`src/rtl/scd_pkg.sv`:
```
`timescale 1ns/1ps
package scd_pkg;

  typedef enum logic [1:0] {
    ST_HUNT = 2'd0,
    ST_CAPT = 2'd1,
    ST_TAIL = 2'd2
  } scd_state_e;

  typedef enum logic [1:0] {
    SYM_Z   = 2'd0,
    SYM_X   = 2'd1,
    SYM_Y   = 2'd2,
    SYM_BAD = 2'd3
  } scd_sym_e;

endpackage

```
`src/rtl/scd_rst_sync.sv`:
```
`timescale 1ns/1ps
module scd_rst_sync (
  input  logic clk_i,
  input  logic rst_ni,
  output logic rst_no
);

  logic [1:0] sync_q;
  logic [1:0] sync_d;

  always_comb begin
    sync_d = {sync_q[0], 1'b1};
  end

  always_ff @(posedge clk_i or negedge rst_ni) begin
    if (!rst_ni) begin
      sync_q <= 2'b00;
    end else begin
      sync_q <= sync_d;
    end
  end

  assign rst_no = sync_q[1];

endmodule

```
`src/rtl/scd_sof_det.sv`:
```
`timescale 1ns/1ps
module scd_sof_det #(
  parameter int OS_HI = 4,
  parameter int OS_LO = 2
) (
  input  logic clk_i,
  input  logic rst_ni,
  input  logic hunt_i,
  input  logic clr_i,
  input  logic rx_i,
  input  logic half_i,
  output logic sof_o
);

  localparam int HIST_W = OS_HI + 1;
  localparam logic [HIST_W-1:0] PAT_HI = {2'b10, {(OS_HI-1){1'b1}}};
  localparam logic [OS_LO:0]    PAT_LO = {2'b10, {(OS_LO-1){1'b1}}};

  logic [HIST_W-2:0] hist_q;
  logic [HIST_W-2:0] hist_d;
  logic [HIST_W-1:0] window;
  logic              match_hi;
  logic              match_lo;

  // oldest sample at the MSB, current input at the LSB
  assign window   = {hist_q, rx_i};
  assign match_hi = (window == PAT_HI);
  assign match_lo = (window[OS_LO:0] == PAT_LO);
  assign sof_o    = hunt_i & (half_i ? match_lo : match_hi);

  always_comb begin
    hist_d = hist_q;
    if (clr_i) begin
      hist_d = '0;
    end else if (hunt_i) begin
      hist_d = window[HIST_W-2:0];
    end
  end

  always_ff @(posedge clk_i or negedge rst_ni) begin
    if (!rst_ni) begin
      hist_q <= '0;
    end else begin
      hist_q <= hist_d;
    end
  end

endmodule

```
`src/rtl/scd_capture.sv`:
```
`timescale 1ns/1ps
module scd_capture #(
  parameter int CAP_W = 32
) (
  input  logic             clk_i,
  input  logic             rst_ni,
  input  logic             shift_i,
  input  logic             clr_i,
  input  logic             rx_i,
  output logic [CAP_W-1:0] word_o
);

  logic [CAP_W-1:0] word_q;
  logic [CAP_W-1:0] word_d;

  // after CAP_W shifts the first captured sample sits at bit 0
  always_comb begin
    word_d = word_q;
    if (clr_i) begin
      word_d = '0;
    end else if (shift_i) begin
      word_d = {rx_i, word_q[CAP_W-1:1]};
    end
  end

  always_ff @(posedge clk_i or negedge rst_ni) begin
    if (!rst_ni) begin
      word_q <= '0;
    end else begin
      word_q <= word_d;
    end
  end

  assign word_o = word_q;

endmodule

```
`src/rtl/scd_miller_dec.sv`:
```
`timescale 1ns/1ps
module scd_miller_dec
  import scd_pkg::*;
#(
  parameter int                CAP_W  = 32,
  parameter int                OS_HI  = 4,
  parameter int                OS_LO  = 2,
  parameter int                DATA_W = 7,
  parameter logic [DATA_W-1:0] CMD_A  = 7'h26,
  parameter logic [DATA_W-1:0] CMD_B  = 7'h52
) (
  input  logic [CAP_W-1:0] word_i,
  input  logic             half_i,
  output logic             ok_o,
  output logic             is_b_o,
  output logic             last_o
);

  localparam int PER_HI    = CAP_W / OS_HI;
  localparam int PER_LO    = CAP_W / OS_LO;
  localparam int FRAME_PER = DATA_W + 1;

  localparam logic [OS_HI-1:0] HI_Y = '1;
  localparam logic [OS_HI-1:0] HI_X = ~(OS_HI'(1) << (OS_HI / 2));
  localparam logic [OS_HI-1:0] HI_Z = ~OS_HI'(1);
  localparam logic [OS_LO-1:0] LO_Y = '1;
  localparam logic [OS_LO-1:0] LO_X = ~(OS_LO'(1) << (OS_LO / 2));
  localparam logic [OS_LO-1:0] LO_Z = ~OS_LO'(1);

  scd_sym_e sym_hi [PER_HI];
  scd_sym_e sym_lo [PER_LO];

  for (genvar p = 0; p < PER_HI; p++) begin : g_hi
    logic [OS_HI-1:0] grp;
    assign grp = word_i[p*OS_HI +: OS_HI];
    assign sym_hi[p] = (grp == HI_Y) ? SYM_Y :
                       (grp == HI_X) ? SYM_X :
                       (grp == HI_Z) ? SYM_Z : SYM_BAD;
  end

  for (genvar p = 0; p < PER_LO; p++) begin : g_lo
    logic [OS_LO-1:0] grp;
    assign grp = word_i[p*OS_LO +: OS_LO];
    assign sym_lo[p] = (grp == LO_Y) ? SYM_Y :
                       (grp == LO_X) ? SYM_X :
                       (grp == LO_Z) ? SYM_Z : SYM_BAD;
  end

  scd_sym_e              cur_sym;
  logic                  prev_bit;
  logic                  code_ok;
  logic                  trail_ok;
  logic [FRAME_PER-1:0]  bits;
  logic [DATA_W-1:0]     data;

  // walk the periods in arrival order, tracking the previous bit value
  always_comb begin
    cur_sym  = SYM_BAD;
    prev_bit = 1'b0;
    code_ok  = 1'b1;
    bits     = '0;
    for (int p = 0; p < FRAME_PER; p++) begin
      cur_sym = half_i ? sym_lo[p] : sym_hi[p];
      case (cur_sym)
        SYM_X: begin
          bits[p]  = 1'b1;
        end
        SYM_Z: begin
          bits[p]  = 1'b0;
          if (prev_bit) code_ok = 1'b0;
        end
        SYM_Y: begin
          bits[p]  = 1'b0;
          if (!prev_bit) code_ok = 1'b0;
        end
        default: begin
          code_ok  = 1'b0;
        end
      endcase
      prev_bit = bits[p];
    end
  end

  // periods after the closing zero must carry no pause
  always_comb begin
    trail_ok = 1'b1;
    for (int p = FRAME_PER; p < PER_LO; p++) begin
      if (half_i && (sym_lo[p] != SYM_Y)) trail_ok = 1'b0;
    end
    for (int p = FRAME_PER; p < PER_HI; p++) begin
      if (!half_i && (sym_hi[p] != SYM_Y)) trail_ok = 1'b0;
    end
  end

  assign data   = bits[DATA_W-1:0];
  assign is_b_o = (data == CMD_B);
  assign last_o = bits[DATA_W-1];
  assign ok_o   = code_ok & trail_ok & ~bits[DATA_W] &
                  ((data == CMD_A) | (data == CMD_B));

endmodule

```
`src/rtl/scd_short_cmd_det.sv`:
```
`timescale 1ns/1ps
module scd_short_cmd_det
  import scd_pkg::*;
#(
  parameter int                CAP_W  = 32,
  parameter int                OS_HI  = 4,
  parameter int                OS_LO  = 2,
  parameter int                DATA_W = 7,
  parameter logic [DATA_W-1:0] CMD_A  = 7'h26,
  parameter logic [DATA_W-1:0] CMD_B  = 7'h52
) (
  input  logic clk_i,
  input  logic rst_ni,
  input  logic rx_i,
  input  logic half_rate_i,
  output logic req_det_o,
  output logic wup_det_o,
  output logic cmd_type_o,
  output logic last_bit_o
);

  localparam int               CNT_W    = $clog2(CAP_W);
  localparam logic [CNT_W-1:0] CAP_LAST = CNT_W'(CAP_W - 1);
  localparam logic [CNT_W-1:0] TAIL_HI  = CNT_W'(OS_HI - 1);
  localparam logic [CNT_W-1:0] TAIL_LO  = CNT_W'(OS_LO - 1);

  logic             rst_n;
  scd_state_e       state_q, state_d;
  logic [CNT_W-1:0] cnt_q, cnt_d;
  logic             rate_q, rate_d;
  logic             req_q, req_d;
  logic             wup_q, wup_d;
  logic             type_q, type_d;
  logic             last_q, last_d;

  logic             hunt;
  logic             shift;
  logic             restart;
  logic             fire;
  logic             sof_hit;
  logic [CAP_W-1:0] word;
  logic             dec_ok;
  logic             dec_is_b;
  logic             dec_last;
  logic [CNT_W-1:0] tail_last;

  scd_rst_sync u_rst_sync (
    .clk_i  (clk_i),
    .rst_ni (rst_ni),
    .rst_no (rst_n)
  );

  scd_sof_det #(
    .OS_HI (OS_HI),
    .OS_LO (OS_LO)
  ) u_sof (
    .clk_i  (clk_i),
    .rst_ni (rst_n),
    .hunt_i (hunt),
    .clr_i  (restart),
    .rx_i   (rx_i),
    .half_i (half_rate_i),
    .sof_o  (sof_hit)
  );

  scd_capture #(
    .CAP_W (CAP_W)
  ) u_cap (
    .clk_i   (clk_i),
    .rst_ni  (rst_n),
    .shift_i (shift),
    .clr_i   (restart),
    .rx_i    (rx_i),
    .word_o  (word)
  );

  scd_miller_dec #(
    .CAP_W  (CAP_W),
    .OS_HI  (OS_HI),
    .OS_LO  (OS_LO),
    .DATA_W (DATA_W),
    .CMD_A  (CMD_A),
    .CMD_B  (CMD_B)
  ) u_dec (
    .word_i (word),
    .half_i (rate_q),
    .ok_o   (dec_ok),
    .is_b_o (dec_is_b),
    .last_o (dec_last)
  );

  assign hunt      = (state_q == ST_HUNT);
  assign tail_last = rate_q ? TAIL_LO : TAIL_HI;

  always_comb begin
    state_d = state_q;
    cnt_d   = cnt_q;
    rate_d  = rate_q;
    shift   = 1'b0;
    restart = 1'b0;
    fire    = 1'b0;
    case (state_q)
      ST_HUNT: begin
        if (sof_hit) begin
          state_d = ST_CAPT;
          cnt_d   = '0;
          rate_d  = half_rate_i;
        end
      end
      ST_CAPT: begin
        shift = 1'b1;
        if (cnt_q == CAP_LAST) begin
          state_d = ST_TAIL;
          cnt_d   = '0;
        end else begin
          cnt_d   = cnt_q + CNT_W'(1);
        end
      end
      ST_TAIL: begin
        if (!dec_ok || !rx_i) begin
          restart = 1'b1;
        end else if (cnt_q == tail_last) begin
          fire    = 1'b1;
          restart = 1'b1;
        end else begin
          cnt_d   = cnt_q + CNT_W'(1);
        end
      end
      default: begin
        restart = 1'b1;
      end
    endcase
    if (restart) begin
      state_d = ST_HUNT;
      cnt_d   = '0;
    end
  end

  always_comb begin
    req_d  = fire & ~dec_is_b;
    wup_d  = fire & dec_is_b;
    type_d = fire ? dec_is_b : type_q;
    last_d = fire ? dec_last : last_q;
  end

  always_ff @(posedge clk_i or negedge rst_n) begin
    if (!rst_n) begin
      state_q <= ST_HUNT;
      cnt_q   <= '0;
      rate_q  <= 1'b0;
      req_q   <= 1'b0;
      wup_q   <= 1'b0;
      type_q  <= 1'b0;
      last_q  <= 1'b0;
    end else begin
      state_q <= state_d;
      cnt_q   <= cnt_d;
      rate_q  <= rate_d;
      req_q   <= req_d;
      wup_q   <= wup_d;
      type_q  <= type_d;
      last_q  <= last_d;
    end
  end

  assign req_det_o  = req_q;
  assign wup_det_o  = wup_q;
  assign cmd_type_o = type_q;
  assign last_bit_o = last_q;

endmodule

```
`config.mk`:
```
export PLATFORM = sky130hd
export DESIGN_NAME = scd_short_cmd_det
export DESIGN_NICKNAME = d
export VERILOG_FILES = /design/src/rtl/scd_pkg.sv /design/src/rtl/scd_rst_sync.sv /design/src/rtl/scd_sof_det.sv /design/src/rtl/scd_capture.sv /design/src/rtl/scd_miller_dec.sv /design/src/rtl/scd_short_cmd_det.sv
export SDC_FILE = /design/constraint.sdc
export NUM_CORES = 1
export LEC_CHECK = 0
export BUFFER_PORTS_ARGS = -buffer_cell sky130_fd_sc_hd__buf_2
export CORE_MARGIN = 2
export CORE_UTILIZATION = 55
export CTS_BUF_LIST = sky130_fd_sc_hd__clkbuf_8
export DETAILED_ROUTE_END_ITERATION = 8
export PLACE_DENSITY = 0.81
export SLEW_MARGIN = 20
export SYNTH_ARGS = -nofsm -noshare
export SYNTH_HDL_FRONTEND = slang
export SYNTH_SLANG_ARGS = --single-unit
```
`constraint.sdc`:
```
create_clock -name clk_i -period 1.4 [get_ports clk_i]
set_clock_uncertainty 0.05 [all_clocks]
set_input_delay 0.14 -clock clk_i [delete_from_list [all_inputs] [get_ports clk_i]]
set_output_delay 0.14 -clock clk_i [all_outputs]
set_load 0.1 [all_outputs]
```
==> results.py, run 1 <==
metrics = {
    "global_routing": {
        "antenna_found_initial": 0,
        "grt_pass1_vias": 2915,
        "grt_max_degree": 49,
        "grt-ovfl-total": 0,
        "globalRouteTotalUtil_pct": 25.7,
        "grt_pass1_wl_um": 13300,
    },
    "routing": {
        "wl_per_cell_um": 15.8,
        "ant_nets": 0,
        "drc_errors": 0,
        "via_per_inst": 5.66,
        "vias": 2933,
        "finalWirelength_um": 8190,
        "drt_iter0_drc": 115,
        "first_pass_iters": 4,
    },
    "clocking": {
        "root_buffer": "clkbuf_8",
        "cts_made_buffers": 5,
        "clock_sinks": 50,
        "cts_buffer_depth": 2,
        "h-tree-depth": 2,
        "clkTransAtPathRegs_ns": 0.10,
        "cts_tree": "done",
        "insertion_delay_ns": 0.31,
    },
    "setup_path": {
        "path_cells": "inv_2, ha_4, or4b_4, o31ai_4, and3_4, mux2_4, or3b_1, or4_4, nand2b_4, nand2_1",
        "cp-end-kind": "flop",
        "crit_fanout": 3,
        "required_ns": 1.59,
        "reg2reg_depth": 10,
        "critPathArrivalTime_ns": 3.02,
        "path_buf_inv": 1,
        "cpLargestDelayFamily": "simple AND/OR/NAND/NOR gates",
        "max_stage_delay_ns": 0.50,
        "cp.depth": 10,
        "critical_path_class": "flop to flop",
        "startpoint_type": "flop",
        "crit_slowest_cell": "or4b_4",
    },
    "outcome": {
        "violations": "setup timing",
        "status": "complete, but fails checks",
    },
    "final_layout": {
        "mostFrequentLayoutCells": "buf_4, dfrtp_1, mux2i_1, nor2_2",
        "syn2layout_area_growth_pct": 35.6,
        "multi_input_area_um2": 2100,
        "drive_gt1_share_pct": 42.9,
        "final_common_cell": "buf_4",
        "fin_nets": 472,
        "num-fill-cells": 361,
        "fin_area_um2": 4490,
        "seqCellArea_um2": 1250,
        "diodes": 0,
    },
    "sta": {
        "hold-worst-slack_ns": 0.0786,
        "worst_slew_pin_slew_ns": 0.562,
        "hold_viol": 0,
        "grt_setup_unrepaired": "true",
        "final.min_clock_period_ns": 2.83,
        "finalWorstSetupSlack_ns": -1.43,
        "final.period_utilization_pct": 202,
        "max_freq_mhz": 354,
        "setup_violations": 47,
        "drv_slew": 0,
        "relSlewSlack_pct": 62.0,
    },
    "power": {
        "power.density_cell_area_nw_per_um2": 1270,
        "leakage_nw": 2.17,
        "peakVddDrop_mv": 1.10,
    },
    "place": {
        "hpwl_um": 5790,
        "placed_cell_area_um2": 4110,
        "pre_cts_ws_ns": -1.46,
        "port_buffers": 7,
        "place_congestion": 0.929,
    },
    "floorplan": {
        "initial_core_util_pct": 56.3,
        "io_pins": 8,
        "row_count": 28,
        "die_h_um": 81.6,
        "core-area_um2": 5890,
        "dieArea_um2": 6660,
        "die_w_um": 81.6,
    },
    "logic_synthesis": {
        "ys.flop_type": "dfrtp_1",
        "ys_seq_area_share_pct": 37.8,
        "synthCells": 337,
        "syn_area_um2": 3310,
        "synth_area_per_cell_um2": 9.83,
        "yosysWarnings": 0,
        "synth_enable_flop_cells": 0,
        "synth.net_count": 367,
        "synth_cell_types": 59,
        "ys_ff_latch": 50,
        "postSynth.asyncResetShare_pct": 100,
    },
    "run": {
        "maxCapViolations": 0,
    },
    "hold_path": {
        "min_path_type": "input port to asynchronous set/reset pin",
    },
}
-- routing by layer --
layer | vias to the layer above | wire length [um] | GRT usage (%)
li1 | 1418 | - | -
met1 | 1444 | 3770 | 34.1
met2 | 56 | 4020 | 43.7
met3 | 15 | 244 | 4.07
met4 | 0 | 158 | 6.83
met5 | - | 0 | 0
-- power breakdown --
| group | internal (mW) | switching (mW) |
|---|---|---|
| registers | 1.62 | 0.153 |
| logic | 1.39 | 1.52 |
| clock network | 0.527 | 0.499 |
-- area by class of cell --
cell class                      count  area share [%]
Clock inverter                      3           0.919
Tap cell                           75            2.09
Inverter                           14            1.17
Timing Repair Buffer              111            19.7
Clock buffer                        5            1.53
Multi-Input combinational cell    260            46.7
Sequential cell                    50            27.9
-- cell families after synthesis --
group,Yosys count,share of synthesized area [%]
DFF,50,37.8
and+or+nand+nor,131,22.3
muxes,35,10.6
xor gates and xnor gates,6,1.59
buffers and inverters,27,4.72
other,1,0.113
AOI/OAI and AO/OA,61,13.1
adders and majority gates,26,9.82
-- path summary, 6_finish.rpt --
check                                     start                    to  slack (ns)
setup / recovery               u_cap.word_o[12]            last_bit_o       -1.43
hold / removal                           rst_ni  u_rst_sync.sync_q[1]        0.08
setup reg to reg               u_cap.word_o[12]            last_bit_o       -1.43
hold reg to reg            u_rst_sync.sync_q[1]       u_sof.hist_q[0]        0.21
max in group asynchronous  u_rst_sync.sync_q[1]              cnt_q[4]        0.86
min in group clk_i                  half_rate_i                rate_q        0.16
-- cells in the mapped netlist, drive strengths merged, types with 2 or more instances --
library cell	number	area share, %
nor3b	2	0.60
o21a	4	0.91
nand4	3	0.76
nand3	15	2.3
o22ai	4	0.76
nor3	4	0.60
nor2	41	5.6
nand2b	5	0.94
nor4	4	0.76
xnor2	4	1.1
nor2b	2	0.38
and3b	8	2.2
o31ai	8	2.5
clkbuf	3	0.34
inv	14	1.6
xor2	2	0.53
o31a	3	0.79
nand3b	4	0.91
a21oi	12	1.8
a41oi	2	0.53
and2	4	0.87
nand2	23	2.6
o21ai	19	3.2
a21o	3	0.68
buf	9	2.5
mux2i	34	10
dfrtp	50	38
and3	4	0.76
ha	26	9.8
nand4b	2	0.53
or2	3	0.57
-- repair_timing --
action / CTS / global route
setup endpoints to repair: 48 / 48
resized for setup: 33 / 17
pin swaps: 12 / 4
cloned: 0 / 0
hold endpoints to repair: 2 / 0
setup buffers: 3 / 6
hold buffers: 1 / 0
-- registers in the layout, summed over array words and instances (netlist names) --
signal,count
u_cap.word_o,32
cmd_type_o,1
u_sof.hist_q,4
wup_det_o,1
rate_q,1
req_det_o,1
cnt_q,5
state_q,2
last_bit_o,1
u_rst_sync.sync_q,2
-- worst register-to-register path, stage by stage (launching register included) --
cell      delay (ns)
dfrtp_1         0.45
inv_2           0.11
ha_4            0.20
or4b_4          0.50
o31ai_4         0.09
and3_4          0.23
mux2_4          0.14
or3b_1          0.33
or4_4           0.42
nand2b_4        0.17
nand2_1         0.06
-- metrics by stage --
step                utilization [%]  std cells  setup TNS (ns)  power (mW)
detailed placement             69.8        500          -63.53        4.34
floorplan                         -        337          -58.68        3.45
finish                         76.3        518          -64.48        5.71
global placement               69.8        500          -61.36        4.25
global route                   76.3        518          -70.67        5.99
CTS                            74.5        512          -63.38        5.57
No activity file was read; power rests on OpenSTA's default activity.
==> inputs of run 2 (changes only) <==
--- a/config.mk
+++ b/config.mk
@@ -5,6 +5,7 @@
 export SDC_FILE = /design/constraint.sdc
 export NUM_CORES = 1
 export LEC_CHECK = 0
+export ABC_AREA = 1
 export BUFFER_PORTS_ARGS = -buffer_cell sky130_fd_sc_hd__buf_2
 export CORE_MARGIN = 2
 export CORE_UTILIZATION = 55
==> results.py, run 2 <==
metrics = {
    "hold_path": {
        "min_path_type": "input port to asynchronous set/reset pin",
    },
    "logic_synthesis": {
        "syn_area_um2": 3490,
        "synth_enable_flop_cells": 0,
        "synth.net_count": 500,
        "ys_seq_area_share_pct": 35.9,
        "yosys-top-cells-count": "nand2_1, nor2_1, inv_1, dfrtp_1, nand3_1",
        "synth_top_cell_by_area": "dfrtp_1",
        "synth_area_per_cell_um2": 7.42,
        "synth_area_leaders": "dfrtp_1, nand2_1, ha_1",
        "yosysWarnings": 0,
        "synth_most_common_cell": "nand2_1",
        "ys.flop_type": "dfrtp_1",
        "postSynth.asyncResetShare_pct": 100,
        "synthCells": 470,
        "ys_ff_latch": 50,
        "synth_cell_types": 37,
        "synth_top_area_share_pct": 35.9,
    },
    "final_layout": {
        "fin_nets": 605,
        "final_util_pct": 77.9,
        "drive_gt1_share_pct": 38.5,
        "num-fill-cells": 380,
        "diodes": 0,
        "syn2layout_area_growth_pct": 39.5,
        "seqCellArea_um2": 1250,
        "largest_register_ffs": 32,
        "multi_input_area_um2": 2260,
        "mostFrequentLayoutCells": "nand2_1, buf_4, nor2_1, inv_1, dfrtp_1",
        "final_common_cell": "nand2_1",
    },
    "sta": {
        "setup_tns_ns": -49.31,
        "worst_slew_pin_slew_ns": 0.520,
        "hold-worst-slack_ns": 0.0773,
        "setup_violations": 47,
        "final.min_clock_period_ns": 2.52,
        "finalWorstSetupSlack_ns": -1.12,
        "drv_slew": 0,
        "relSlewSlack_pct": 65.3,
        "grt_setup_unrepaired": "true",
        "max_freq_mhz": 397,
        "final.period_utilization_pct": 180,
        "hold_viol": 0,
    },
    "setup_path": {
        "cpLargestDelayFamily": "simple AND/OR/NAND/NOR gates",
        "path_cells": "inv_1, ha_1, nand2_1, nand2_1, nand2_1, nand2_2, nand2_2, buf_4, nand2_1, nor2_1, nand3_1, a21oi_2, nand3_2, nand2_4, nand2_8, buf_4, a211oi_2",
        "critPathMostFrequentCell": "nand2_1",
        "timing.rr.start": "u_cap.word_o[14]",
        "critPathArrivalTime_ns": 2.69,
        "critical_path_class": "flop to flop",
        "cp-end-kind": "flop",
        "max_stage_delay_ns": 0.42,
        "path_buf_inv": 3,
        "crit_fanout": 15,
        "critPathLaunch": "u_cap.word_o[14]",
        "startpoint_type": "flop",
        "required_ns": 1.57,
        "crit_slowest_cell": "dfrtp_1",
    },
    "routing": {
        "via_per_inst": 5.74,
        "first_pass_iters": 8,
        "finalWirelength_um": 10600,
        "drt_iter0_drc": 422,
        "wl_per_cell_um": 16.2,
        "drc_errors": 0,
        "ant_nets": 0,
        "vias": 3747,
    },
    "clocking": {
        "root_buffer": "clkbuf_8",
        "cts_made_buffers": 5,
        "insertion_delay_ns": 0.31,
        "h-tree-depth": 2,
        "clock_sinks": 50,
        "cts_tree": "done",
        "cts_buffer_depth": 2,
        "clkTransAtPathRegs_ns": 0.09,
    },
    "run": {
        "maxCapViolations": 0,
    },
    "outcome": {
        "status": "complete, but fails checks",
        "violations": "setup timing",
    },
    "power": {
        "swShare_pct": 46.7,
        "pwr-share-seq_pct": 21.8,
        "peakVddDrop_mv": 1.33,
        "combPwrFrac_pct": 65.3,
        "power.density_cell_area_nw_per_um2": 2030,
        "leakage_nw": 2.34,
        "clkPwrFrac_pct": 12.9,
        "power_switching_mw": 4.61,
        "cell_internal_pwr_mw": 5.26,
    },
    "global_routing": {
        "grt_max_degree": 49,
        "grt_pass1_wl_um": 16200,
        "antenna_found_initial": 0,
        "grt-ovfl-total": 0,
        "grt_pass1_vias": 3579,
        "globalRouteTotalUtil_pct": 28.9,
    },
    "floorplan": {
        "initial_core_util_pct": 55.9,
        "dieArea_um2": 6990,
        "die_h_um": 83.6,
        "die_w_um": 83.6,
        "core-area_um2": 6240,
        "io_pins": 8,
        "row_count": 29,
    },
    "place": {
        "hpwl_um": 6430,
        "place_congestion": 0.882,
        "pre_cts_ws_ns": -1.08,
        "port_buffers": 7,
    },
}
==> run 2: final timing paths <==
kind	cells after the start	to	slack, ns
max in group asynchronous	1	state_q[0]	0.88
worst max register to register	17	u_cap.word_o[25]	-1.12
worst min-delay path	2	u_rst_sync.sync_q[1]	0.08
worst max-delay path	17	u_cap.word_o[25]	-1.12
worst min register to register	1	u_cap.word_o[0]	0.20
min in group clk_i	3	rate_q	0.09
==> run 2: what timing repair did <==
action                                  in CTS  in global routing
endpoints found under the setup margin      48                 48
gates resized for setup                     25                 47
hold buffers                                 1                  0
buffers inserted                             6                  7
gates cloned                                 2                  0
hold endpoints to repair                     2                  0
pin swaps                                   15                  8
==> run 2: area by class of cell <==
class	instances	area share (%)
Clock buffer	6	1.70
Sequential cell	50	25.8
Inverter	58	4.53
Multi-Input combinational cell	349	46.6
Tap cell	77	1.98
Timing Repair Buffer	111	18.2
Clock inverter	2	1.24
==> run 2: power by group through the flow <==
stage               combinational, mW  clock, mW  sequential [mW]
floorplan                        3.31          0             2.10
global placement                 5.04          0             2.10
detailed placement               5.18          0             2.12
CTS                              5.67       1.28             2.09
global route                     6.90       1.33             2.18
finish                           6.44       1.28             2.15
==> run 2: per-stage QoR <==
| step | cells | power, mW | area (um^2) |
|---|---|---|---|
| 4_1_cts | 646 | 9.04 | 4630 |
| 3_5_place_dp | 629 | 7.30 | 4320 |
| 5_1_grt | 653 | 10.4 | 4860 |
| 2_1_floorplan | 470 | 5.40 | 3610 |
| 3_3_place_gp | 629 | 7.13 | 4320 |
| 6_report | 653 | 9.87 | 4860 |
==> run 2: cells by family after synthesis <==
family	synth area share (%)
AND/OR/NAND/NOR	34.9
buffers and inverters	9.91
AO/OA/AOI/OAI	9.37
flip-flops	35.9
adder cells (fa/ha/maj)	9.33
XOR/XNOR	0.503
other	0.108
==> run 2: metal layers <==
metal | track usage [%] | vias to the layer above | wire length [um]
li1 | - | 1741 | -
met2 | 48.8 | 195 | 5250
met5 | 0 | - | 0
met4 | 11.4 | 0 | 379
met3 | 5.54 | 41 | 772
met1 | 36.6 | 1770 | 4170
